--- src/rtl/idb_pkg.sv ---
package idb_pkg;

  localparam int unsigned MEM_BYTES = 128;
  localparam int unsigned AW        = $clog2(MEM_BYTES);

  // checksum ranges and their result slots
  localparam int unsigned LO_FIRST  = 0;
  localparam int unsigned LO_LAST   = 62;
  localparam int unsigned LO_SUM    = 63;
  localparam int unsigned HI_FIRST  = 64;
  localparam int unsigned HI_LAST   = 94;
  localparam int unsigned HI_SUM    = 95;

  // host-writable windows: serial number + date code, vendor area
  localparam int unsigned SERIAL_FIRST = 68;
  localparam int unsigned DATE_LAST    = 91;
  localparam int unsigned VENDOR_FIRST = 96;

  typedef enum logic [3:0] {
    LK_IDLE,
    LK_DEV,
    LK_DEV_ACK,
    LK_PTR,
    LK_PTR_ACK,
    LK_WDAT,
    LK_WDAT_ACK,
    LK_RDAT,
    LK_RACK
  } link_state_e;

  function automatic logic [7:0] seed_byte(int unsigned a);
    if (a <= LO_LAST)                       return 8'(a * 7 + 3);
    else if (a >= HI_FIRST && a <= HI_LAST) return 8'(a) ^ 8'hA5;
    else                                    return 8'h00;
  endfunction

  function automatic logic host_writable(logic [AW-1:0] a);
    int unsigned u;
    u = 32'(a);
    return (u >= SERIAL_FIRST && u <= DATE_LAST) || (u >= VENDOR_FIRST);
  endfunction

endpackage

--- src/rtl/idb_sync.sv ---
module idb_sync #(
  parameter int unsigned W      = 2,
  parameter int unsigned STAGES = 2
) (
  input  logic         clk,
  input  logic         rst_n,
  input  logic [W-1:0] d,
  output logic [W-1:0] q
);

  logic [W-1:0] pipe [STAGES];

  for (genvar g = 0; g < STAGES; g++) begin : g_stage
    if (g == 0) begin : g_first
      always_ff @(posedge clk or negedge rst_n) begin
        if (!rst_n) pipe[g] <= '1;
        else        pipe[g] <= d;
      end
    end else begin : g_next
      always_ff @(posedge clk or negedge rst_n) begin
        if (!rst_n) pipe[g] <= '1;
        else        pipe[g] <= pipe[g-1];
      end
    end
  end

  assign q = pipe[STAGES-1];

endmodule

--- src/rtl/idb_store.sv ---
module idb_store
  import idb_pkg::*;
(
  input  logic          clk,
  input  logic          rst_n,
  input  logic          we_a,
  input  logic [AW-1:0] addr_a,
  input  logic [7:0]    din_a,
  input  logic          we_b,
  input  logic [AW-1:0] addr_b,
  input  logic [7:0]    din_b,
  input  logic [AW-1:0] raddr_a,
  output logic [7:0]    rdata_a,
  input  logic [AW-1:0] raddr_b,
  output logic [7:0]    rdata_b
);

  logic [7:0] mem [MEM_BYTES];

  always_ff @(posedge clk or negedge rst_n) begin
    if (!rst_n) begin
      for (int unsigned i = 0; i < MEM_BYTES; i++) mem[i] <= seed_byte(i);
    end else begin
      if (we_a) mem[addr_a] <= din_a;
      if (we_b) mem[addr_b] <= din_b;
    end
  end

  assign rdata_a = mem[raddr_a];
  assign rdata_b = mem[raddr_b];

endmodule

--- src/rtl/idb_csum.sv ---
module idb_csum
  import idb_pkg::*;
(
  input  logic          clk,
  input  logic          rst_n,
  input  logic          hi_dirty,
  input  logic [7:0]    rd_data,
  output logic [AW-1:0] rd_addr,
  output logic          wr_en,
  output logic [AW-1:0] wr_addr,
  output logic [7:0]    wr_data,
  output logic          ready
);

  logic          busy, busy_n;
  logic          sel_hi, sel_hi_n;
  logic [AW-1:0] addr, addr_n;
  logic [7:0]    acc, acc_n;
  logic          need_lo, need_lo_n;
  logic          need_hi, need_hi_n;
  logic          rdy, rdy_n;
  logic [AW-1:0] last;

  assign last = sel_hi ? AW'(HI_LAST) : AW'(LO_LAST);

  always_comb begin
    busy_n    = busy;
    sel_hi_n  = sel_hi;
    addr_n    = addr;
    acc_n     = acc;
    need_lo_n = need_lo;
    need_hi_n = need_hi;
    rdy_n     = rdy;
    wr_en     = 1'b0;
    if (!busy) begin
      if (need_lo) begin
        busy_n    = 1'b1;
        sel_hi_n  = 1'b0;
        addr_n    = AW'(LO_FIRST);
        acc_n     = '0;
        need_lo_n = 1'b0;
      end else if (need_hi) begin
        busy_n    = 1'b1;
        sel_hi_n  = 1'b1;
        addr_n    = AW'(HI_FIRST);
        acc_n     = '0;
        need_hi_n = 1'b0;
      end else begin
        rdy_n = 1'b1;
      end
    end else begin
      acc_n = acc + rd_data;
      if (addr == last) begin
        wr_en  = 1'b1;
        busy_n = 1'b0;
      end else begin
        addr_n = addr + 1'b1;
      end
    end
    if (hi_dirty) need_hi_n = 1'b1;
  end

  always_ff @(posedge clk or negedge rst_n) begin
    if (!rst_n) begin
      busy    <= 1'b0;
      sel_hi  <= 1'b0;
      addr    <= '0;
      acc     <= '0;
      need_lo <= 1'b1;
      need_hi <= 1'b1;
      rdy     <= 1'b0;
    end else begin
      busy    <= busy_n;
      sel_hi  <= sel_hi_n;
      addr    <= addr_n;
      acc     <= acc_n;
      need_lo <= need_lo_n;
      need_hi <= need_hi_n;
      rdy     <= rdy_n;
    end
  end

  assign rd_addr = addr;
  assign wr_addr = sel_hi ? AW'(HI_SUM) : AW'(LO_SUM);
  assign wr_data = acc + rd_data;
  assign ready   = rdy;

endmodule

--- src/rtl/idb_link.sv ---
module idb_link
  import idb_pkg::*;
#(
  parameter logic [6:0] DEV_ADDR = 7'h50
) (
  input  logic          clk,
  input  logic          rst_n,
  input  logic          scl,
  input  logic          sda,
  input  logic          ready,
  input  logic [7:0]    rd_data,
  output logic [AW-1:0] ptr_o,
  output logic          wr_en,
  output logic [AW-1:0] wr_addr,
  output logic [7:0]    wr_data,
  output logic          hi_dirty,
  output logic          sda_oe
);

  link_state_e   st, st_n;
  logic [7:0]    sh, sh_n;
  logic [3:0]    cnt, cnt_n;
  logic [AW-1:0] ptr, ptr_n;
  logic          oe, oe_n;
  logic          rnw, rnw_n;
  logic          mack, mack_n;
  logic          scl_q, sda_q;
  logic          scl_rise, scl_fall, is_start, is_stop;

  assign scl_rise = scl & ~scl_q;
  assign scl_fall = ~scl & scl_q;
  assign is_start = scl & scl_q & sda_q & ~sda;
  assign is_stop  = scl & scl_q & ~sda_q & sda;

  always_comb begin
    st_n     = st;
    sh_n     = sh;
    cnt_n    = cnt;
    ptr_n    = ptr;
    oe_n     = oe;
    rnw_n    = rnw;
    mack_n   = mack;
    wr_en    = 1'b0;
    hi_dirty = 1'b0;
    if (is_start) begin
      st_n  = LK_DEV;
      cnt_n = '0;
      oe_n  = 1'b0;
    end else if (is_stop) begin
      st_n = LK_IDLE;
      oe_n = 1'b0;
    end else begin
      case (st)
        LK_DEV, LK_PTR, LK_WDAT: begin
          if (scl_rise) begin
            sh_n  = {sh[6:0], sda};
            cnt_n = cnt + 4'd1;
          end else if (scl_fall && cnt == 4'd8) begin
            cnt_n = '0;
            if (st == LK_DEV) begin
              if (sh[7:1] == DEV_ADDR && ready) begin
                oe_n  = 1'b1;
                rnw_n = sh[0];
                st_n  = LK_DEV_ACK;
              end else begin
                st_n = LK_IDLE;
              end
            end else if (st == LK_PTR) begin
              ptr_n = sh[AW-1:0];
              oe_n  = 1'b1;
              st_n  = LK_PTR_ACK;
            end else begin
              wr_en    = host_writable(ptr);
              hi_dirty = host_writable(ptr) && (32'(ptr) <= HI_LAST);
              ptr_n    = ptr + 1'b1;
              oe_n     = 1'b1;
              st_n     = LK_WDAT_ACK;
            end
          end
        end
        LK_DEV_ACK: begin
          if (scl_fall) begin
            cnt_n = '0;
            if (rnw) begin
              st_n  = LK_RDAT;
              sh_n  = rd_data;
              oe_n  = ~rd_data[7];
              ptr_n = ptr + 1'b1;
            end else begin
              st_n = LK_PTR;
              oe_n = 1'b0;
            end
          end
        end
        LK_PTR_ACK, LK_WDAT_ACK: begin
          if (scl_fall) begin
            cnt_n = '0;
            oe_n  = 1'b0;
            st_n  = LK_WDAT;
          end
        end
        LK_RDAT: begin
          if (scl_rise) begin
            cnt_n = cnt + 4'd1;
          end else if (scl_fall) begin
            if (cnt == 4'd8) begin
              oe_n = 1'b0;
              st_n = LK_RACK;
            end else begin
              sh_n = {sh[6:0], 1'b0};
              oe_n = ~sh[6];
            end
          end
        end
        LK_RACK: begin
          if (scl_rise) begin
            mack_n = ~sda;
          end else if (scl_fall) begin
            cnt_n = '0;
            if (mack) begin
              st_n  = LK_RDAT;
              sh_n  = rd_data;
              oe_n  = ~rd_data[7];
              ptr_n = ptr + 1'b1;
            end else begin
              st_n = LK_IDLE;
            end
          end
        end
        default: ;
      endcase
    end
  end

  always_ff @(posedge clk or negedge rst_n) begin
    if (!rst_n) begin
      st    <= LK_IDLE;
      sh    <= '0;
      cnt   <= '0;
      ptr   <= '0;
      oe    <= 1'b0;
      rnw   <= 1'b0;
      mack  <= 1'b0;
      scl_q <= 1'b1;
      sda_q <= 1'b1;
    end else begin
      st    <= st_n;
      sh    <= sh_n;
      cnt   <= cnt_n;
      ptr   <= ptr_n;
      oe    <= oe_n;
      rnw   <= rnw_n;
      mack  <= mack_n;
      scl_q <= scl;
      sda_q <= sda;
    end
  end

  assign ptr_o   = ptr;
  assign wr_addr = ptr;
  assign wr_data = sh;
  assign sda_oe  = oe;

endmodule

--- src/rtl/idb_serial_id.sv ---
module idb_serial_id
  import idb_pkg::*;
#(
  parameter logic [6:0]  DEV_ADDR    = 7'h50,
  parameter int unsigned SYNC_STAGES = 2
) (
  input  logic clk,
  input  logic rst_n,
  input  logic scl_i,
  input  logic sda_i,
  output logic sda_oe
);

  logic [1:0]    rst_pipe;
  logic          rst_q;
  logic [1:0]    bus_s;
  logic          scl_s, sda_s;
  logic          cs_ready, cs_we, host_we, hi_dirty;
  logic [AW-1:0] cs_addr, cs_raddr, host_addr, ptr;
  logic [7:0]    cs_data, cs_rdata, host_data, ptr_rdata;

  // asynchronous assertion, synchronous release
  always_ff @(posedge clk or negedge rst_n) begin
    if (!rst_n) rst_pipe <= '0;
    else        rst_pipe <= {rst_pipe[0], 1'b1};
  end
  assign rst_q = rst_pipe[1];

  idb_sync #(.W(2), .STAGES(SYNC_STAGES)) u_sync (
    .clk   (clk),
    .rst_n (rst_q),
    .d     ({scl_i, sda_i}),
    .q     (bus_s)
  );
  assign scl_s = bus_s[1];
  assign sda_s = bus_s[0];

  idb_link #(.DEV_ADDR(DEV_ADDR)) u_link (
    .clk      (clk),
    .rst_n    (rst_q),
    .scl      (scl_s),
    .sda      (sda_s),
    .ready    (cs_ready),
    .rd_data  (ptr_rdata),
    .ptr_o    (ptr),
    .wr_en    (host_we),
    .wr_addr  (host_addr),
    .wr_data  (host_data),
    .hi_dirty (hi_dirty),
    .sda_oe   (sda_oe)
  );

  idb_csum u_csum (
    .clk      (clk),
    .rst_n    (rst_q),
    .hi_dirty (hi_dirty),
    .rd_data  (cs_rdata),
    .rd_addr  (cs_raddr),
    .wr_en    (cs_we),
    .wr_addr  (cs_addr),
    .wr_data  (cs_data),
    .ready    (cs_ready)
  );

  idb_store u_store (
    .clk     (clk),
    .rst_n   (rst_q),
    .we_a    (host_we),
    .addr_a  (host_addr),
    .din_a   (host_data),
    .we_b    (cs_we),
    .addr_b  (cs_addr),
    .din_b   (cs_data),
    .raddr_a (ptr),
    .rdata_a (ptr_rdata),
    .raddr_b (cs_raddr),
    .rdata_b (cs_rdata)
  );

endmodule

--- config.mk ---
export PLATFORM = sky130hd
export DESIGN_NAME = idb_serial_id
export DESIGN_NICKNAME = d
export VERILOG_FILES = /design/src/rtl/idb_pkg.sv /design/src/rtl/idb_sync.sv /design/src/rtl/idb_store.sv /design/src/rtl/idb_csum.sv /design/src/rtl/idb_link.sv /design/src/rtl/idb_serial_id.sv
export SDC_FILE = /design/constraint.sdc
export NUM_CORES = 2
export LEC_CHECK = 0
export BUFFER_PORTS_ARGS = -buffer_cell sky130_fd_sc_hd__buf_4
export CORE_MARGIN = 5
export CORE_UTILIZATION = 45
export DETAILED_ROUTE_END_ITERATION = 12
export PLACE_DENSITY_LB_ADDON = 0.1
export REMOVE_ABC_BUFFERS = 1
export SYNTH_ARGS = -nofsm -noshare
export SYNTH_HDL_FRONTEND = slang
export SYNTH_SLANG_ARGS = --single-unit
export TNS_END_PERCENT = 50
--- constraint.sdc ---
create_clock -name clk -period 35.1 [get_ports clk]
set_clock_uncertainty 0.15 [all_clocks]
set_input_delay 0 -clock clk [delete_from_list [all_inputs] [get_ports clk]]
set_output_delay 0 -clock clk [all_outputs]
set_load 0.02 [all_outputs]
Word-level counts from Yosys, hierarchy flattened
Cells that the tools add are included.
{ "word_totals": {"register_bits": 1078, "inputBits": 4, "output_inout_bits": 1, "elab_cells": 359} }
{ "op_classes": {"addsub": 4, "order_cmp": 9, "n_eq_ne": 41, "n_mux": 109, "bitwise": 22, "reduce_logical": 27} }
{ "ops": {"columns": ["operator", "count"], "rows": [
  ["bitwise mux 1024 bit", 2],
  ["two-way mux 1024 bit", 2],
  ["two-way mux 8 bit", 18],
  ["binary-select mux 8 bit (select 7 bit)", 2],
  ["demux 8 bit (select 7 bit)", 2],
  ["two-way mux 7 bit", 15],
  ["two-way mux 4 bit", 19],
  ["two-way mux 1 bit", 40],
  ["!= test 4 x 1 -> 1 bit, second input constant", 8],
  ["case mux 8 bit (4 select lines)", 1],
  ["greater-or-equal comparator 8 bit, second input constant", 3],
  ["NOT 7 -> 8 bit", 3],
  ["AND reduction 11 bit", 2],
  ["case mux 7 bit (3 select lines)", 1],
  ["case mux 4 bit (5 select lines)", 1],
  ["equality test 4 x 3 -> 1 bit, second input constant", 4],
  ["< comparator 8 x 1 -> 1 bit, second input constant", 2],
  ["!= test 2 x 1 -> 1 bit, second input constant", 8],
  ["!= test 2 bit, second input constant", 8],
  ["case mux 4 bit (4 select lines)", 1],
  ["adder 7 x 1 -> 7 bit, second input constant", 2],
  ["greater-or-equal comparator 7 bit, second input constant", 2],
  ["<= comparator 7 bit, second input constant", 2],
  ["!= test 4 bit, second input constant", 3],
  ["31 further kinds", 61]
]} }

Longest topological paths before layout
{ "depth": {"word_depth": 13, "ltp_mapped": 17} }

Cells and area by module
A second synthesis with hierarchy kept.
{ "hier_totals": {"cells_unflattened": 6058, "hier_area_um2": 68120.3} }
{ "modules_own_cells": {"columns": ["module", "n_inst", "cells_per_inst", "area_each_um2", "seq_area_each_um2"], "rows": [
  ["idb_store", 1, 5695, 64667.0, 26141.3],
  ["idb_link", 1, 235, 2059.5, 703.2],
  ["idb_csum", 1, 119, 1219.9, 503.0],
  ["idb_sync", 1, 6, 120.1, 105.1],
  ["idb_serial_id", 1, 3, 53.8, 50.0]
]} }

Least setup slack after synthesis
Ideal clock, no wire load.
{ "synth_timing": {"path_type": "reg2reg", "startpoint": "register u_csum.addr[1] (netlist: u_csum.rd_addr[1])", "endpoint": "register u_store.mem[262] (netlist name)", "t_arrival_ps": 4198, "setup_slack_ps": 30628, "path_stages_with_launch": 18, "n_path_buf": 3, "path_cell_list": "dfrtp_1 -> buf_2 -> clkbuf_1 -> clkbuf_1 -> mux4_2 -> mux4_2 -> mux4_2 -> mux2_2 -> ha_1 -> inv_1 -> fa_1 -> inv_1 -> a21o_1 -> a21oi_1 -> o21bai_1 -> a21oi_1 -> xnor2_1 -> mux2_2"} }
{ "synth_via": {"elab_chain_cells": 7, "word_cells_on_any_way": 10} }
{ "synth_lines": {"columns": ["element", "line", "text"], "rows": [
  ["start, declared", "idb_csum.sv:17", "logic [AW-1:0] addr, addr_n;"],
  ["start signal, assigned", "idb_csum.sv:75", "addr <= addr_n;"],
  ["NOT 7 -> 8 bit (implied by the code)", "idb_store.sv:30", "assign rdata_b = mem[raddr_b];"],
  ["binary-select mux 8 bit (select 7 bit)", "idb_store.sv:30", null],
  ["two-way mux 8 bit (implied by the code) (2 in series)", "idb_store.sv:30", null],
  ["adder 8 bit", "idb_csum.sv:85", "assign wr_data = acc + rd_data;"],
  ["bitwise mux 1024 bit", "idb_store.sv:25", "if (we_b) mem[addr_b] <= din_b;"],
  ["two-way mux 1024 bit (*)", "idb_store.sv:25", null],
  ["end signal, assigned by index", "idb_store.sv:24", "if (we_a) mem[addr_a] <= din_a;"],
  ["end signal, assigned by index", "idb_store.sv:25", null],
  ["end, declared", "idb_store.sv:18", "logic [7:0] mem [MEM_BYTES];"]
]} }
Mark *: on every way between the ends. The rest lies on a longest branch, timed or not. The select of a mux whose other input is x is not followed.
A chain may end at the register's enable or synchronous reset.

Final worst setup path
{ "layout_timing": {"startpoint": "register u_csum.addr[0] (netlist: u_csum.rd_addr[0])", "endpoint": "register u_store.mem[263] (netlist name)"} }
Same word-level chain as after synthesis.

==> flow_metrics.tcl <==
set metrics [dict create \
    status "finished clean" \
    clockBufferDepth 3 \
    die-area_mm2 0.123 \
    finalWirelength_mm 171 \
    p_clk_frac 0.400 \
    drcViolationCount 0 \
    final_nets 3369 \
    synth_edf_count 0 \
    crit_type "reg2reg" \
    cts_resized 0 \
    max_freq_ghz 0.156 \
    comb_power_share 0.220 \
    worst-slew-pin-transition_ns 1.43 \
    power_switching_mw 1.20 \
    finalSetupViolations 0 \
    utilization 0.486 \
    grt-ovfl-total 0 \
    endpoint "u_store.mem[263]$_DFF_PN0_" \
    startpoint_type "flip-flop" \
    numClockSinks 1078 \
    worst_slack_ns 28.68 \
    synthFlopType "dfrtp_1" \
    worstHoldStart "rst_pipe[0]$_DFF_PN0_" \
    post-cts-setup-buffers 0 \
    fin_tns_setup_ns 0 \
    ys_ff_latch 1078 \
    p_per_area_mw_per_mm2 61.5 \
    drv_cap 0 \
    htreeDepth 3 \
    grtUsageTotal 0.279 \
    finalPower_mw 3.47 \
    area_delta_synth_final_pct 7.71 \
    p_int_mw 2.27 \
    drtPass1Iterations 6 \
    syn_area_per_cell_um2 13.2 \
    ys_warn_count 0 \
    regToRegSetupSlack_ns 28.68 \
    place_congestion 0.902 \
    cts_tree "done" \
    seqPwrFrac 0.380 \
    syn_area_mm2 0.0523 \
    worstSkewPairLatency_ns 0.72 \
    seq_area_frac_synth 0.526 \
    stdcell_count 4988 \
    drive_above_1_share 0.473 \
    dp_hpwl_mm 106 \
    swShare 0.345 \
    grt_pass1_wl_mm 252 \
    viasPerCell 6.69 \
    io-pin-count 5 \
    antenna_found_initial 9 \
    cp-startpoint "u_csum.rd_addr[0]$_DFFE_PN0P_" \
    r2r-end "u_store.mem[263]$_DFF_PN0_" \
    hp-class "reg2reg" \
    r2r-start "u_csum.rd_addr[0]$_DFFE_PN0P_" \
    irDropWorstVdd_mv 0.0561 \
    maxSlewHeadroom 0.0406 \
    critical_path_arrival_ns 6.86 \
    worstPathRequired_ns 35.54 \
    ant_nets 0 \
    slew_viol_final 0 \
    min_period_over_period 0.183 \
    core-area_mm2 0.116 \
    die_h_um 351 \
    pre_cts_slack_ns 28.57 \
    netlist-cell-type-count 71 \
    rsz0062_at_grt "no" \
    clkTransAtPathRegs_ns 0.06 \
    cts-root-buf "clkbuf_16" \
    end_kind "flip-flop" \
    rows 125 \
    dp_cells 4745 \
    r2r_cells 15 \
    synthCells 3967 \
    routed-via-count 33400 \
    p_leak_nw 22.8 \
    die_w_um 351 \
    synth_async_sr_flop_share 1.00 \
    hold_violations 0 \
    io_buffers 4 \
    first_global_vias 34900 \
    period_needed_ns 6.42 \
    cts_buffers 121 \
    critPathMaxFanout 43 \
    grt_max_degree 193 \
    wl_per_cell_um 34.3 \
    initial_core_util 0.451 \
    cts_hold_buf 7 \
    drtIter0Drc 3514 \
]
-- worst max-delay path, stage by stage, from the launching register on --
cell,delay (ns)
dfrtp_4,0.93
buf_4,0.66
buf_4,0.82
mux4_2,0.61
mux4_2,0.57
mux4_2,0.50
mux2i_1,0.26
inv_2,0.05
ha_1,0.27
a21o_1,0.15
a21oi_1,0.24
o21bai_1,0.12
a21oi_1,0.24
o21ai_0,0.19
xnor2_1,0.19
mux2_1,0.30
-- worst min-delay path by stage --
stage / endpoint / cells after the start
6_report: rst_pipe[1]$_DFF_PN0_ / 0
5_1_grt: u_sync.q[1]$_DFF_PN1_ / 0
4_1_cts: rst_pipe[1]$_DFF_PN0_ / 0
3_5_place_dp: rst_pipe[0]$_DFF_PN0_ / 1
3_3_place_gp: rst_pipe[0]$_DFF_PN0_ / 1
2_1_floorplan: rst_pipe[0]$_DFF_PN0_ / 0
-- power groups by stage --
stage,logic [mW],registers (mW),clock network (mW)
floorplan,0.264,1.39,0
global placement,0.745,1.34,0
detailed placement,0.747,1.34,0
CTS,0.750,1.32,1.41
global route,0.784,1.32,1.46
finish,0.762,1.32,1.39
-- final cells by class --
| class | count | area (µm²) |
|---|---|---|
| clock inverter | 58 | 778 |
| inverter | 17 | 63.8 |
| clock buffer | 174 | 3660 |
| multi-input combinational | 2028 | 21500 |
| fill | 9777 | 59600 |
| tap | 1524 | 1910 |
| timing repair buffer | 105 | 893 |
| sequential | 1078 | 27500 |
| antenna | 4 | 10.0 |
-- cell usage in the layout, fill, tap and decap left out, types with 13 or more instances in the layout --
cell,netlist,layout
o21ai_0,62,62
clkbuf_16,0,128
bufinv_16,0,18
mux2_2,521,521
nand4_1,22,22
dfrtp_1,657,641
mux4_2,345,345
nand2_1,133,133
clkbuf_1,707,18
dfstp_2,421,421
a22oi_1,266,266
a31oi_1,33,33
nor2_1,111,110
nor2b_1,17,13
ha_1,13,13
buf_4,6,91
a22o_1,50,50
mux2i_1,37,37
nand3_1,27,27
a221oi_1,102,102
clkbuf_8,0,28
a41oi_1,29,29
a21oi_1,64,64
clkinv_2,0,27
inv_1,16,16
-- synth_stat cells (4+ instances only) --
cell / n / area [µm²]
a31oi_1: 33 / 206
dfstp_2: 421 / 11100
nand2b_1: 10 / 62.6
nand4_1: 22 / 138
o31ai_1: 6 / 45.0
a22oi_1: 266 / 2000
nor3_1: 14 / 70.1
buf_4: 6 / 45.0
xnor2_1: 10 / 87.6
clkbuf_1: 707 / 2650
o2111ai_1: 4 / 35.0
o21ai_0: 62 / 310
inv_1: 16 / 60.1
mux2_2: 521 / 5870
a211oi_1: 8 / 60.1
o211ai_1: 11 / 82.6
a221oi_1: 102 / 893
xor2_1: 5 / 43.8
buf_2: 88 / 440
or2_2: 4 / 25.0
nand3b_1: 5 / 37.5
a221o_1: 11 / 110
dfrtp_1: 657 / 16400
and2_1: 10 / 62.6
buf_1: 40 / 150
a22o_1: 50 / 438
nand2_1: 133 / 499
mux4_2: 345 / 7770
a2111oi_0: 10 / 87.6
nor2b_1: 17 / 106
a311oi_1: 5 / 43.8
nor2_1: 111 / 417
ha_1: 13 / 163
nand3_1: 27 / 135
nor4_1: 9 / 56.3
and3_1: 8 / 50.1
and3b_1: 4 / 35.0
o2bb2ai_1: 4 / 35.0
o22ai_1: 9 / 56.3
a21oi_1: 64 / 320
o221ai_1: 5 / 43.8
mux2i_1: 37 / 370
a41oi_1: 29 / 254
-- per-layer routing --
| layer | global-route usage | vias up | share of wire | routed length (µm) |
|---|---|---|---|---|
| met3 | 0.0620 | 408 | 0.079 | 13600 |
| met1 | 0.384 | 17900 | 0.41 | 70600 |
| li1 | - | 13400 | - | - |
| met4 | 0.119 | 6 | 0.049 | 8400 |
| met2 | 0.432 | 1652 | 0.46 | 78600 |
| met5 | 0 | - | 0.00027 | 46 |
-- cell families (layout without fill, tap and decap cells) --
family / count (synthesis) / after routing / share of synthesized area
other: 1 / 5 / 0.0000717
and+or+nand+nor: 390 / 390 / 0.0352
DFF: 1078 / 1078 / 0.526
xor gates and xnor gates: 15 / 15 / 0.00251
AOI/OAI and AO/OA: 703 / 703 / 0.0999
muxes: 905 / 905 / 0.268
buffers and inverters: 861 / 354 / 0.0648
adders and majority gates: 14 / 14 / 0.00349
-- per-stage QoR --
stage / hold WS [ns] / area, µm²
floorplan: -0.446 / 49000
global placement: -0.368 / 51800
detailed placement: -0.365 / 51800
CTS: 0.203 / 56300
global route: 0.208 / 56300
finish: 0.201 / 56300
Power figures use the tool's default switching activity.
